[config.mk]
export PLATFORM = sky130hd
export DESIGN_NAME = rstsup_top
export DESIGN_NICKNAME = d
export VERILOG_FILES = /design/src/rtl/rstsup_pkg.sv /design/src/rtl/rstsup_hold.sv /design/src/rtl/rstsup_cause.sv /design/src/rtl/rstsup_top.sv
export SDC_FILE = /design/constraint.sdc
export NUM_CORES = 1
export LEC_CHECK = 0
export BUFFER_PORTS_ARGS = -buffer_cell sky130_fd_sc_hd__buf_2
export CORE_MARGIN = 5
export CORE_UTILIZATION = 50
export DETAILED_ROUTE_END_ITERATION = 10
export HOLD_SLACK_MARGIN = 0.15
export PLACE_DENSITY = 0.82
export SKIP_CTS_REPAIR_TIMING = 1
export SYNTH_ARGS = -nofsm -noshare
export SYNTH_HDL_FRONTEND = slang
export SYNTH_SLANG_ARGS = --single-unit
[constraint.sdc]
create_clock -name clk -period 3.1 [get_ports clk]
set_input_delay 0.465 -clock clk [delete_from_list [all_inputs] [get_ports clk]]
set_output_delay 0.465 -clock clk [all_outputs]
set_load 0.02 [all_outputs]
[src/rtl/rstsup_pkg.sv]
package rstsup_pkg;

  typedef enum logic [1:0] {
    DLY_50  = 2'b00,
    DLY_200 = 2'b01,
    DLY_400 = 2'b10,
    DLY_800 = 2'b11
  } dly_code_e;

  localparam logic [7:0] CAUSE_ADDR = 8'hFF;
  localparam int         NCAUSE     = 3;
  localparam int         MAX_MS     = 800;

  // bit position of cause index 0 (V1), 1 (V2), 2 (watchdog)
  function automatic int cause_pos(input int idx);
    case (idx)
      0:       return 7;
      1:       return 6;
      default: return 4;
    endcase
  endfunction

  function automatic int unsigned code_ms(input dly_code_e c);
    case (c)
      DLY_50:  return 50;
      DLY_200: return 200;
      DLY_400: return 400;
      default: return 800;
    endcase
  endfunction

endpackage

[src/rtl/rstsup_hold.sv]
module rstsup_hold
  import rstsup_pkg::*;
#(
  parameter int CYC_PER_MS = 1000,
  localparam int CNT_W = $clog2(MAX_MS * CYC_PER_MS + 1)
) (
  input  logic      clk,
  input  logic      rst,
  input  logic      trip,
  input  dly_code_e code,
  output logic      active
);

  logic [CNT_W-1:0] cnt;
  logic [CNT_W-1:0] last;

  always_comb last = CNT_W'(code_ms(code) * CYC_PER_MS - 1);

  always_ff @(posedge clk) begin
    if (rst) begin
      cnt    <= '0;
      active <= 1'b1;
    end else if (trip) begin
      cnt    <= '0;
      active <= 1'b1;
    end else if (active) begin
      if (cnt >= last) begin
        cnt    <= '0;
        active <= 1'b0;
      end else begin
        cnt <= cnt + 1'b1;
      end
    end
  end

  // no release while a hold period is still incomplete
  a_r3_no_early_release: assert property (@(posedge clk) disable iff (rst)
    (active && !trip && cnt < last) |=> active);

  // release happens only after the final count
  a_r3_release_at_end: assert property (@(posedge clk) disable iff (rst)
    (active && !trip && cnt >= last) |=> !active);

  // any trip forces the hold state next cycle
  a_r2_trip_holds: assert property (@(posedge clk) disable iff (rst)
    trip |=> (active && cnt == '0));

endmodule

[src/rtl/rstsup_cause.sv]
module rstsup_cause
  import rstsup_pkg::*;
#(
  parameter int ADDR_W = 8,
  parameter int DATA_W = 8
) (
  input  logic              clk,
  input  logic              rst,
  input  logic [NCAUSE-1:0] ev,
  input  logic              cs,
  input  logic              wr,
  input  logic [ADDR_W-1:0] addr,
  input  logic [DATA_W-1:0] wdata,
  output logic [DATA_W-1:0] rdata
);

  logic              seen;
  logic              wr_ok;
  logic [DATA_W-1:0] cause_vec;

  assign wr_ok = cs && wr && !seen && (addr == ADDR_W'(CAUSE_ADDR));

  always_ff @(posedge clk) begin
    if (rst)      seen <= 1'b0;
    else if (!cs) seen <= 1'b0;
    else if (wr)  seen <= 1'b1;
  end

  always_comb begin
    cause_vec = '0;
    for (int i = 0; i < NCAUSE; i++) cause_vec[cause_pos(i)] = flag_q[i];
  end

  logic [NCAUSE-1:0] flag_q;

  for (genvar g = 0; g < NCAUSE; g++) begin : g_flag
    localparam int P = cause_pos(g);
    always_ff @(posedge clk) begin
      if (rst)        flag_q[g] <= 1'b0;
      else if (ev[g]) flag_q[g] <= 1'b1;
      else if (wr_ok) flag_q[g] <= wdata[P];
    end
  end

  always_ff @(posedge clk) begin
    if (rst) rdata <= '0;
    else     rdata <= (addr == ADDR_W'(CAUSE_ADDR)) ? cause_vec : '0;
  end

  // an event always leaves its bit set
  a_r6_event_sets: assert property (@(posedge clk) disable iff (rst)
    ev[0] |=> cause_vec[7]);

  // a set bit survives when no write is accepted
  a_r6_sticky: assert property (@(posedge clk) disable iff (rst)
    (cause_vec[6] && !wr_ok) |=> cause_vec[6]);

  // a second byte in the same frame changes nothing
  a_r8_one_byte: assert property (@(posedge clk) disable iff (rst)
    (cs && wr && seen && ev == '0) |=> $stable(cause_vec));

endmodule

[src/rtl/rstsup_top.sv]
module rstsup_top
  import rstsup_pkg::*;
#(
  parameter int CYC_PER_MS = 1000,
  parameter int ADDR_W     = 8,
  parameter int DATA_W     = 8
) (
  input  logic              clk,
  input  logic              rst,
  input  logic              v1_low,
  input  logic              v2_low,
  input  logic              wd_expire,
  input  logic [1:0]        dly_sel,
  input  logic              dly_upd,
  input  logic              reg_cs,
  input  logic [ADDR_W-1:0] reg_addr,
  input  logic              reg_wr,
  input  logic [DATA_W-1:0] reg_wdata,
  output logic [DATA_W-1:0] reg_rdata,
  output logic              sys_rst,
  output logic              sys_rst_n
);

  dly_code_e code_q;
  logic      hold;

  always_ff @(posedge clk) begin
    if (rst)          code_q <= DLY_200;
    else if (dly_upd) code_q <= dly_code_e'(dly_sel);
  end

  rstsup_hold #(.CYC_PER_MS(CYC_PER_MS)) u_hold (
    .clk    (clk),
    .rst    (rst),
    .trip   (v1_low | v2_low | wd_expire),
    .code   (code_q),
    .active (hold)
  );

  rstsup_cause #(.ADDR_W(ADDR_W), .DATA_W(DATA_W)) u_cause (
    .clk   (clk),
    .rst   (rst),
    .ev    ({wd_expire, v2_low, v1_low}),
    .cs    (reg_cs),
    .wr    (reg_wr),
    .addr  (reg_addr),
    .wdata (reg_wdata),
    .rdata (reg_rdata)
  );

  assign sys_rst   = hold;
  assign sys_rst_n = ~hold;

  // a low supply flag yields reset on the next cycle
  a_r2_supply_trip: assert property (@(posedge clk) disable iff (rst)
    (v1_low || v2_low) |=> sys_rst);

  // a watchdog pulse yields reset on the next cycle
  a_r5_wd_trip: assert property (@(posedge clk) disable iff (rst)
    wd_expire |=> sys_rst);

endmodule

# Word level (Yosys, flattened, before mapping)

Index checks and enable logic that the tools add are counted.

Bits in registers: 35
Bits in latches: 0
Memory bits (writable): 0
ROM bits: 0
Input port bits: 26
Output and inout bits: 10
Memories: 0

Add/sub/neg operators: 2
Multipliers: 1
Divide/modulo/power cells: 0
$lt $le $gt $ge: 1
Equality and inequality tests: 3
Shifts and indexed selects: 0
Muxes and demuxes: 10
Bitwise operators: 5
Reduce and logical (&&, ||, !) cells: 11

Operators with widths:

| operator              | count |
|---|---|
| $pmux 10 s3           | 1 |
| $add 20x1->20 const B | 1 |
| $ge 20x20->1          | 1 |
| $mux 20               | 1 |
| $sub 20x1->20 const B | 1 |
| $mul 10x7->17 const B | 1 |
| $eq 8x8->1 const B    | 1 |
| $mux 1                | 8 |
| $reduce_bool 2->1     | 3 |
| $reduce_or 2->1       | 3 |
| $logic_and 1x1->1     | 3 |
| $not 1->1             | 3 |
| $eq 2x1->1 const B    | 1 |
| $eq 2x2->1 const B    | 1 |
| $logic_not 2->1       | 1 |
| $or 1x1->1            | 2 |
| $logic_not 1->1       | 1 |

# Depth between registers and ports, before layout

Word-level depth: 7
Gate-level depth with buffers: 16

# Cells and area by module

From an unflattened synthesis, not the netlist that was laid out.

Cell total of the unflattened synthesis: 228
Area, all modules: 2,006.9 µm²

By module, submodules not included:

| module       | instances | cells each | area each (µm²) |
|---|---|---|---|
| rstsup_hold  | 1         | 188        | 1,606.5 |
| rstsup_cause | 1         | 32         | 321.6 |
| rstsup_top   | 1         | 8          | 78.8 |

# Worst setup path before layout

No wires, ideal clock.

Kind: flip-flop to flip-flop
Start point: reg code_q[0]
End point: reg u_hold.cnt[15]
Library setup time: 0.093 ns
Arrival time: 2.879 ns
Required time: 3.007 ns
Slack: 0.128 ns
Stages on the path, launching flop included: 17
Buffers on the path: 2
Cell sequence: dfxtp_1 inv_1 ha_1 ha_1 nand2_1 a21oi_1 o31ai_1 xnor2_1 ha_1 nand4_1 nor2_1 a2111oi_4 and4_1 buf_6 buf_12 nand3_2 o311ai_2

Longest elaborated chain between the ends: 6

Ends and longest elaborated chain:

| what                               | line              | source |
|---|---|---|
| from (decl)                        | rstsup_top.sv:24  | `dly_code_e code_q;` |
| from (signal assigned)             | rstsup_top.sv:29  | `else if (dly_upd) code_q <= dly_code_e'(dly_sel);` |
| $eq 2x2->1 (tied with other cells) | rstsup_pkg.sv:24  | `case (c)` |
| $pmux 10 s3 (*)                    | rstsup_pkg.sv:24  |  |
| $mul 10x7->17 (*)                  | rstsup_hold.sv:17 | `always_comb last = CNT_W'(code_ms(code) * CYC_PER_MS - 1);` |
| $sub 20x1->20 (*)                  | rstsup_hold.sv:17 |  |
| $ge 20x20->1 (*)                   | rstsup_hold.sv:27 | `if (cnt >= last) begin` |
| $mux 20 (*)                        | rstsup_hold.sv:27 |  |
| to (signal assigned)               | rstsup_hold.sv:31 | `cnt <= cnt + 1'b1;` |
| to (decl)                          | rstsup_hold.sv:14 | `logic [CNT_W-1:0] cnt;` |

Mark *: on every way between the ends. The rest lies on a longest branch, timed or not.
A chain may end at the register's enable or synchronous reset.

# Worst setup path after layout

Start point: reg code_q[0]
End point: reg u_hold.cnt[8]

Same word-level chain as after synthesis.

==> metrics.log <==
[metrics] clock latency on the worst-skew pair: 0.28 ns
[metrics] number of endpoints with negative hold slack in the final report: 0
[metrics] CTS tree: done
[metrics] DRC viols: 0
[metrics] estimated wirelength of the detail-placed design: 3450 um
[metrics] combined buffer and inverter count along the critical path: 4
[metrics] via-per-instance ratio: 5.60
[metrics] largest stage delay on the critical path: 0.39 ns
[metrics] post-DR wirelength/cell: 16.2 um
[metrics] sequential power share: 0.471
[metrics] startpoint types: flip-flop
[metrics] final count of negative-setup-slack endpoints: 7
[metrics] fraction of synthesized cell area taken by the top area cell type: 0.299
[metrics] clock share of power: 0.393
[metrics] buffer type at the clock tree root: sky130_fd_sc_hd__clkbuf_8
[metrics] Crit Path Max Fanout: 7
[metrics] fraction of layout instances using a drive strength above 1: 0.310
[metrics] initial cell density of the core: 0.509
[metrics] Required @ worst endpoint: 3.32 ns
[metrics] ratio of total power to cell area: 334 nW/um^2
[metrics] Worst Setup Path Type: reg2reg
[metrics] worst endpoint data arrival time: 3.37 ns
[metrics] leading post-synthesis cells by instance count: sky130_fd_sc_hd__dfxtp_1 (30), sky130_fd_sc_hd__nand2_1 (29), sky130_fd_sc_hd__ha_1 (26), sky130_fd_sc_hd__inv_1 (16), sky130_fd_sc_hd__nand3_1 (12)
[metrics] period utilisation layout: 1.02
[metrics] violations in the final reports: setup timing
[metrics] path class of the lowest-slack min-delay path: in2reg
[metrics] gp weighted congestion: 0.814
[metrics] cell family with the largest share of critical-path delay: compound AO/OA/AOI/OAI gates
[metrics] flop and latch count out of synthesis: 30
[metrics] leading area contributor after synthesis: sky130_fd_sc_hd__dfxtp_1
[metrics] number of buffers on the longest clock path: 2
[metrics] total of warnings raised by yosys: 0
[metrics] CTS Buf Count: 5
[metrics] number of diodes: 0
[metrics] via count of the first global-routing pass: 1627
[metrics] Syn Inst Count: 229
[metrics] Die Area: 5380 sq um
[metrics] number of detailed-route iterations in the first pass: 4
[metrics] clock tree skew after final layout: 0.00618 ns
[metrics] Die Ht: 73.3 um
[metrics] maximum resistive drop on vdd: 0.000277 V
[metrics] fin. max-slew vios: 0
[metrics] pin slew with the least headroom to its limit: 0.843 ns
[metrics] synthesis-to-layout area growth: 25.1%
[metrics] min cycle time layout: 3.15 ns
[metrics] GRT Resource Usage Total: 0.176
[metrics] Core Area: 3940 sq um
[metrics] Cell Count Post-Placement: 305
[metrics] number of levels the H-tree was split into: 2
[metrics] total power draw: 839 uW
[metrics] standard cell with the maximum stage delay on the critical path: sky130_fd_sc_hd__a2111oi_4
[metrics] number of non-filler instances in the completed layout: 324
[metrics] number of different library cells in the post-synthesis netlist: 43
[metrics] final standard cell area without fillers: 2510 sq um
[metrics] I/O pin cnt: 36
[metrics] Pint: 621 uW
[metrics] status: finished, violations left
[metrics] series of cell instances along the critical path: inv_4 > ha_4 > ha_4 > nand2_2 > a21oi_2 > o31ai_2 > xnor2_1 > ha_1 > nand4_1 > nor2_2 > a2111oi_4 > buf_4 > and4_4 > buf_12 > buf_8 > nand4_2 > o21ai_2
[metrics] Sw Pwr: 219 uW
[metrics] async set-or-reset flop fraction in the synthesized netlist: 0
[metrics] number of port buffers: 25
[metrics] gr ovfl total: 0
[metrics] Most used DFF post-synth: sky130_fd_sc_hd__dfxtp_1
[metrics] Max-Cap Viols: 0
[metrics] category of the worst setup path capture point: flip-flop
[metrics] DIE WIDTH: 73.3 um
[metrics] drt initial violations: 144
[metrics] DR vias: 1814
[metrics] pin count of the biggest net entering global routing: 21
[metrics] number of antenna violations at the first check in global routing: 0
[metrics] post-route antenna net violation count: 0
[metrics] placement row count: 23
[metrics] static leakage power: 0.00105 uW
[metrics] net switching fraction of the power: 0.261
[metrics] part of the total power dissipated in combinational logic: 0.136
[metrics] number of nets in the final layout: 325
[metrics] RSZ-0062 raised after global routing: true
[metrics] least setup slack across all paths after layout: -0.0520 ns
[metrics] Post-synth EDFFs: 0
[metrics] Fmax achieved: 317 MHz
[metrics] worst rel slew slack: 0.433
[metrics] Post-Syn Area per Cell: 8.76 sq um
[metrics] wire length of the first global-routing pass: 7290 um
[metrics] clock transition at the registers of the reported paths: 0.07 ns
[metrics] Cell Area, Placed: 2190 sq um
[metrics] synth top area cells: sky130_fd_sc_hd__dfxtp_1 (30%), sky130_fd_sc_hd__ha_1 (16%), sky130_fd_sc_hd__nand2_1 (5.4%)
[metrics] combined area of all synthesized cells: 2010 sq um
[metrics] number of clock sinks seen by CTS: 30
[metrics] Worst path most repeated cell: sky130_fd_sc_hd__ha_4
[metrics] count leader, synth: sky130_fd_sc_hd__dfxtp_1
[metrics] sequential fraction of the synthesis area: 0.299
[metrics] total wire length: 5250 um
-- worst paths after layout --
check,to,slack [ns],from,cells past startpoint
setup / recovery,u_hold.cnt[8]$_SDFFE_PP0P_,-0.05,code_q[0]$_SDFFE_PP1P_,17
hold / removal,u_cause.cause_vec[4]$_SDFFE_PP0P_,0.43,wd_expire,3
setup reg to reg,u_hold.cnt[8]$_SDFFE_PP0P_,-0.05,code_q[0]$_SDFFE_PP1P_,17
hold reg to reg,u_cause.rdata[4]$_SDFF_PP0_,0.47,u_cause.cause_vec[4]$_SDFFE_PP0P_,1
-- layout by cell type, fill, tap and decap left out, types with 7 or more instances in the layout --
cell type | netlist | final
sky130_fd_sc_hd__nand2_1 | 29 | 28
sky130_fd_sc_hd__dfxtp_1 | 30 | 28
sky130_fd_sc_hd__buf_2 | 0 | 25
sky130_fd_sc_hd__ha_1 | 26 | 21
sky130_fd_sc_hd__inv_1 | 16 | 14
sky130_fd_sc_hd__nand3_1 | 12 | 11
sky130_fd_sc_hd__nor2_1 | 11 | 10
sky130_fd_sc_hd__nand4_1 | 10 | 10
sky130_fd_sc_hd__a21oi_1 | 11 | 10
sky130_fd_sc_hd__buf_4 | 5 | 10
sky130_fd_sc_hd__o21ai_1 | 4 | 8
sky130_fd_sc_hd__and2_1 | 7 | 7
-- cell families after synthesis --
group	after synthesis	share of synthesized area
flip-flops	30	0.299
buffers and inverters	26	0.0736
AO/OA/AOI/OAI	46	0.175
AND/OR/NAND/NOR	88	0.233
adder cells (fa/ha/maj)	26	0.162
multiplexers	4	0.0200
XOR/XNOR	8	0.0349
other	1	0.00187
-- power groups by stage --
stage | clock (uW) | combinational [uW] | sequential, uW
after floorplan | 0 | 60.2 | 403
after global placement | 0 | 85.2 | 402
after detailed placement | 0 | 90.4 | 403
after CTS | 329 | 91.2 | 394
after global routing | 347 | 124 | 396
final | 330 | 114 | 395
-- sequential cells by signal, indices dropped and copies added (netlist names) --
register,count
u_cause.rdata,3
u_cause.seen,1
u_hold.cnt,20
u_hold.active,1
code_q,2
u_cause.cause_vec,3
-- metrics by stage --
step | setup slack [ns] | setup TNS [ns] | util | hold slack (ns)
2_1_floorplan | 0.128 | 0 | - | 0.429
3_3_place_gp | 0.127 | 0 | 0.554 | 0.437
3_5_place_dp | -0.0760 | -0.0993 | 0.554 | 0.443
4_1_cts | -0.0840 | -0.476 | 0.578 | 0.421
5_1_grt | -0.177 | -2.16 | 0.637 | 0.422
6_report | -0.0520 | -0.200 | 0.637 | 0.426
-- area by class of cell --
type / instances / area, sq um
clock buffer: 7 / 86.3
clock inverter: 1 / 5.00
tap: 50 / 62.6
inverter: 16 / 65.1
sequential: 30 / 606
fill: 308 / 1430
multi-input combinational: 177 / 1370
timing repair buffer: 43 / 312
-- worst min-delay path: stages --
cell and delay [ns]:
sky130_fd_sc_hd__buf_2 0.10, sky130_fd_sc_hd__inv_1 0.04, sky130_fd_sc_hd__a21oi_1 0.05
-- metal layers --
metal,GRT usage,vias up,wire length (um)
met3,0.0410,6,218
met5,0,-,0
met4,0.0443,0,43
met2,0.322,45,2830
met1,0.206,864,2150
li1,-,899,-
Power figures use the tool's default switching activity.
